### config.mk
export PLATFORM = sky130hd
export DESIGN_NAME = pair_dispatch
export DESIGN_NICKNAME = d
export VERILOG_FILES = /design/src/rtl/pd_pkg.sv /design/src/rtl/pd_format.sv /design/src/rtl/pd_issue_ctl.sv /design/src/rtl/pd_merge.sv /design/src/rtl/pair_dispatch.sv
export SDC_FILE = /design/constraint.sdc
export NUM_CORES = 1
export LEC_CHECK = 0
export ABC_CLOCK_PERIOD_IN_PS = 3300
export CAP_MARGIN = 25
export CORE_ASPECT_RATIO = 2
export CORE_MARGIN = 5
export CORE_UTILIZATION = 44
export DETAILED_ROUTE_END_ITERATION = 16
export PLACE_DENSITY = 0.86
export SYNTH_ARGS = -nofsm -noshare
export SYNTH_HDL_FRONTEND = slang
export SYNTH_SLANG_ARGS = --single-unit
### constraint.sdc
create_clock -name clk_i -period 3.3 [get_ports clk_i]
set_input_delay 0.495 -clock clk_i [delete_from_list [all_inputs] [get_ports clk_i]]
set_output_delay 0.495 -clock clk_i [all_outputs]
set_load 0.03 [all_outputs]
### src/rtl/pd_pkg.sv
package pd_pkg;
  typedef enum logic [1:0] {
    FMT_PAR  = 2'd0,
    FMT_LR   = 2'd1,
    FMT_RL   = 2'd2,
    FMT_LONG = 2'd3
  } fmt_e;

  typedef enum logic [1:0] {
    PH_IDLE   = 2'd0,
    PH_FIRST  = 2'd1,
    PH_SECOND = 2'd2
  } phase_e;

  localparam int SLOT_MEM = 0;
  localparam int SLOT_INT = 1;
  localparam int NUM_SLOTS = 2;
endpackage

### src/rtl/pd_format.sv
module pd_format
  import pd_pkg::*;
#(
  parameter int HALF_W = 32,
  localparam int WORD_W = 2 * HALF_W
) (
  input  logic [WORD_W-1:0] word_i,
  output fmt_e              fmt_o,
  output logic [HALF_W-1:0] upper_o,
  output logic [HALF_W-1:0] lower_o
);
  assign fmt_o   = fmt_e'({word_i[WORD_W-1], word_i[HALF_W-1]});
  assign upper_o = word_i[WORD_W-1:HALF_W];
  assign lower_o = word_i[HALF_W-1:0];
endmodule

### src/rtl/pd_issue_ctl.sv
module pd_issue_ctl
  import pd_pkg::*;
(
  input  phase_e               phase_i,
  input  fmt_e                 fmt_i,
  input  logic [NUM_SLOTS-1:0] ready_i,
  output logic [NUM_SLOTS-1:0] valid_o,
  output logic                 any_o,
  output logic                 long_o,
  output logic                 fire_o
);
  always_comb begin
    valid_o = '0;
    any_o   = 1'b0;
    long_o  = 1'b0;
    unique case (phase_i)
      PH_FIRST: begin
        unique case (fmt_i)
          FMT_PAR:  valid_o = 2'b11;
          FMT_LR:   valid_o[SLOT_MEM] = 1'b1;
          FMT_RL:   valid_o[SLOT_INT] = 1'b1;
          FMT_LONG: begin
            valid_o = 2'b11;
            long_o  = 1'b1;
          end
          default:  valid_o = '0;
        endcase
      end
      PH_SECOND: begin
        any_o = 1'b1;
        if (fmt_i == FMT_RL) valid_o[SLOT_MEM] = 1'b1;
        else                 valid_o[SLOT_INT] = 1'b1;
      end
      default: valid_o = '0;
    endcase
  end

  // all strobed slots must be accepted together
  assign fire_o = (|valid_o) && ((valid_o & ~ready_i) == '0);
endmodule

### src/rtl/pd_merge.sv
module pd_merge
  import pd_pkg::*;
#(
  parameter int ADDR_W = 32
) (
  input  fmt_e                 fmt_i,
  input  logic                 second_i,
  input  logic [NUM_SLOTS-1:0] branch_i,
  input  logic [NUM_SLOTS-1:0] kill_i,
  input  logic [ADDR_W-1:0]    mem_target_i,
  input  logic [ADDR_W-1:0]    int_target_i,
  output logic                 branch_o,
  output logic [ADDR_W-1:0]    target_o,
  output logic                 abort_o,
  output logic                 cont_o
);
  logic seq_slot;

  // first sub-instruction of a right-first pair runs on the integer slot
  assign seq_slot = (fmt_i == FMT_RL) ^ second_i;

  always_comb begin
    branch_o = 1'b0;
    target_o = mem_target_i;
    abort_o  = 1'b0;
    cont_o   = 1'b0;
    unique case (fmt_i)
      FMT_PAR: begin
        branch_o = branch_i[SLOT_MEM] ^ branch_i[SLOT_INT];
        target_o = branch_i[SLOT_MEM] ? mem_target_i : int_target_i;
        abort_o  = &branch_i;
      end
      FMT_LONG: begin
        branch_o = branch_i[SLOT_MEM];
        target_o = mem_target_i;
      end
      default: begin
        branch_o = branch_i[seq_slot];
        target_o = seq_slot ? int_target_i : mem_target_i;
        cont_o   = !second_i && !branch_i[seq_slot] && !kill_i[seq_slot];
      end
    endcase
  end
endmodule

### src/rtl/pair_dispatch.sv
module pair_dispatch
  import pd_pkg::*;
#(
  parameter int HALF_W = 32,
  parameter int ADDR_W = 32,
  localparam int WORD_W = 2 * HALF_W
) (
  input  logic              clk_i,
  input  logic              rst_ni,
  input  logic              bundle_valid_i,
  output logic              bundle_ready_o,
  input  logic [WORD_W-1:0] bundle_i,
  output logic [1:0]        iss_valid_o,
  input  logic [1:0]        iss_ready_i,
  output logic              iss_any_o,
  output logic              iss_long_o,
  output logic [HALF_W-1:0] iss_mem_insn_o,
  output logic [HALF_W-1:0] iss_int_insn_o,
  input  logic [1:0]        res_branch_i,
  input  logic [1:0]        res_kill_i,
  input  logic [ADDR_W-1:0] res_mem_target_i,
  input  logic [ADDR_W-1:0] res_int_target_i,
  output logic              done_o,
  output logic              done_branch_o,
  output logic [ADDR_W-1:0] done_target_o,
  output logic              abort_o
);
  phase_e              phase_q;
  logic [WORD_W-1:0]   bundle_q;
  fmt_e                fmt;
  logic                fire;
  logic                m_branch, m_abort, m_cont;
  logic [ADDR_W-1:0]   m_target;
  logic                done_q, branch_q, abort_q;
  logic [ADDR_W-1:0]   target_q;

  pd_format #(.HALF_W(HALF_W)) u_format (
    .word_i  (bundle_q),
    .fmt_o   (fmt),
    .upper_o (iss_mem_insn_o),
    .lower_o (iss_int_insn_o)
  );

  pd_issue_ctl u_issue (
    .phase_i (phase_q),
    .fmt_i   (fmt),
    .ready_i (iss_ready_i),
    .valid_o (iss_valid_o),
    .any_o   (iss_any_o),
    .long_o  (iss_long_o),
    .fire_o  (fire)
  );

  pd_merge #(.ADDR_W(ADDR_W)) u_merge (
    .fmt_i        (fmt),
    .second_i     (phase_q == PH_SECOND),
    .branch_i     (res_branch_i),
    .kill_i       (res_kill_i),
    .mem_target_i (res_mem_target_i),
    .int_target_i (res_int_target_i),
    .branch_o     (m_branch),
    .target_o     (m_target),
    .abort_o      (m_abort),
    .cont_o       (m_cont)
  );

  always_ff @(posedge clk_i or negedge rst_ni) begin
    if (!rst_ni) begin
      phase_q  <= PH_IDLE;
      bundle_q <= '0;
      done_q   <= 1'b0;
      branch_q <= 1'b0;
      abort_q  <= 1'b0;
      target_q <= '0;
    end else begin
      done_q   <= 1'b0;
      branch_q <= 1'b0;
      abort_q  <= 1'b0;
      unique case (phase_q)
        PH_IDLE: begin
          if (bundle_valid_i) begin
            bundle_q <= bundle_i;
            phase_q  <= PH_FIRST;
          end
        end
        PH_FIRST, PH_SECOND: begin
          if (fire) begin
            if (m_cont) begin
              phase_q <= PH_SECOND;
            end else begin
              phase_q  <= PH_IDLE;
              done_q   <= 1'b1;
              branch_q <= m_branch;
              abort_q  <= m_abort;
              target_q <= m_branch ? m_target : '0;
            end
          end
        end
        default: phase_q <= PH_IDLE;
      endcase
    end
  end

  assign bundle_ready_o = (phase_q == PH_IDLE);
  assign done_o         = done_q;
  assign done_branch_o  = branch_q;
  assign done_target_o  = target_q;
  assign abort_o        = abort_q;
endmodule

==> metrics.txt <==
Period minus WS final about 2800 ps; post-CTS setup buffers 0; clock slew at reported path FFs roughly 80 ps; root buffer cell clkbuf_16; Num CTS Buffers 9; drt wl/cell 20.1 um; Port Buffers 240; Yosys cell types 30; Ys Warns 0; ys flop type dfrtp_1; global-route wire length before repair around 24000 um; pin count of the biggest net entering global routing 66; CTS tree done; worst slew pin tran 793 ps; post-CTS sizing 0; Vias between 4000 and 5000; starting DRC count in detailed routing 163; Hold Vio Cnt, Final 0; #FFs+latches synth slightly above 100; Chip Width approximately 85 um; maximum operating frequency 355 MHz; CP Max Fanout just under 60; Total Wirelength between 10000 and 15000 um; Max Clock Skew slightly below 9 ps; largest cells by area after synthesis dfrtp_1 (51%), mux2_2 (15%), mux2i_1 (7.1%), a221oi_1 (6.0%), a21o_1 (5.3%); routability congestion estimate 0.875; number of global-route vias before repair about 4600; hold slack 178 ps; HPWL Detailed roughly 12000 um; antenna violations before repair 0; clk sink count a little over 100; hold crit path type input pin to async pin; total power ~7.8 mW; Finished Cell Area about 7700 um2; H-tree lvl count 3; Syn Area/Cell between 10 and 15 um2; hold bufs inserted after CTS 0; Rows between 50 and 60; Cells after Synth 376; Crit. End Element flop; status finished, final reports clean; starting density of the core roughly 45%; Max Cap Viol 0; ys async rst share between 90% and 100%; Post-layout nets ~750; top-area cell type share of the netlist area around half; critical path startpoint category flop; Leakage between 3 and 4 nW; worst-skew pair later-pin latency between 300 and 400 ps; Via density about 5.6; Clock Tree Buf Depth 2; Slew Limit Fails 0; area post-placement 7460 um2; Mapped Area a little under 5000 um2; Arr. time, crit path 3100 ps; TNS Setup 0 ps; Total Routing Usage GR 21.9%; crit path kind flop to flop; PD cells just over 1000 nW/um2; core area roughly 11000 um2; TritonRoute pass-1 iters 5; IO Count 241; area leader, netlist dfrtp_1; Non-Filler Instances ~750; height of the die between 150 and 200 um; sequential share of the synthesized area 51.1%; Slew HR a little under half; layout cells sized above 1 between 10% and 20%; VDD IR max ~0.7 mV; Area growth, synth to finish 56.6%; GR Overflow Total 0; Ant. Diodes 0; Syn Nets around 520; Residual DRC 0; Final Cycle Share 85.5%; placed insts 730; Worst Path Required ~3600 ps; RSZ-0062 raised after global routing false; Detail Route Antenna Nets 0; Setup violations, final 0; Die ar. between 10000 and 15000 um2; Post-synth EDFFs 0
[layout by cell type, fill, tap and decap left out, types with 2 or more instances in the layout]
cell             count
a2111oi_0           29
a2111oi_2            3
a21o_1              35
a21oi_1              2
a221oi_1            34
buf_4                9
clkbuf_16            9
clkdlybuf4s50_1    239
clkinv_4             3
dfrtp_1            101
ha_1                 9
ha_2                 2
inv_1                8
inv_8                2
mux2_2              64
mux2i_1             35
nor2_1               3
[cells in the mapped netlist (3+ instances only)]
cell type / count
mux2_2: 64
ha_1: 11
a2111oi_0: 29
nor2_1: 3
buf_2: 9
clkbuf_1: 23
a221oi_1: 34
dfrtp_1: 101
a2111oi_2: 3
mux2i_1: 35
a21o_1: 35
inv_1: 8
[path summary, 6_finish.rpt]
| kind | startpoint | cells after the start | slack (ps) | to |
|---|---|---|---|---|
| worst max-delay path | bundle_q[31] | 10 | 480 | done_target_o[8] |
| worst min-delay path | rst_ni | 1 | 180 | bundle_q[34] |
| worst max register to register | bundle_q[31] | 10 | 480 | done_target_o[8] |
| worst min register to register | done_target_o[31] | 1 | 480 | done_target_o[31] |
| max in group asynchronous | rst_ni | 2 | 2300 | done_target_o[4] |
| min in group clk_i | done_target_o[31] | 1 | 480 | done_target_o[31] |
[logic make-up (layout without fill, tap and decap cells)]
| family | after synthesis | after routing | share of synthesized area [%] |
|---|---|---|---|
| flip-flops | 101 | 101 | 51.1 |
| AND/OR/NAND/NOR | 14 | 14 | 1.92 |
| multiplexers | 100 | 100 | 22.0 |
| adder cells (fa/ha/maj) | 11 | 11 | 2.78 |
| AO/OA/AOI/OAI | 107 | 107 | 18.3 |
| buffers and inverters | 43 | 273 | 3.87 |
[registers in the layout, indices dropped and copies added (netlist names)]
register and count:
bundle_q 64, done_target_o 32, phase_q 2, abort_o 1, done_branch_o 1, done_o 1
[final cells by class]
cell class	count	area, um2
Clock buffer	10	229
Clock inverter	6	56.3
Fill cell	797	3200
Inverter	8	30.0
Multi-Input combinational cell	232	2250
Sequential cell	101	2530
Tap cell	140	175
Timing Repair Buffer	249	2480
[per-layer routing]
metal | global-route usage [%] | part of all wire [%]
met2 | 38.5 | 53
met3 | 9.95 | 11
met5 | 0 | 0
met1 | 23.0 | 34
met4 | 6.84 | 2.4
[power breakdown]
part | leakage [nW] | total [mW] | switching [mW] | internal, mW
registers | 1.24 | 2.10 | 0.323 | 1.78
logic | 2.12 | 4.74 | 2.66 | 2.08
clock network | 0.137 | 1.01 | 0.481 | 0.527
[critical path, cell delays in order (launching register included)]
cell and delay, ps:
dfrtp_1 420, inv_1 110, ha_1 210, inv_1 60, ha_2 190, nand2b_1 180
nor3b_4 300, o2111ai_4 260, buf_12 260, a2111oi_0 590, a21o_1 160
[through the flow]
stage / worst slack [ps] / utilization (%)
4_1_cts: 559 / 70.8
3_3_place_gp: 879 / 68.2
6_report: 479 / 70.8
5_1_grt: 368 / 70.8
3_5_place_dp: 658 / 68.2
2_1_floorplan: 899 / -
No activity file was read; power rests on OpenSTA's default activity.
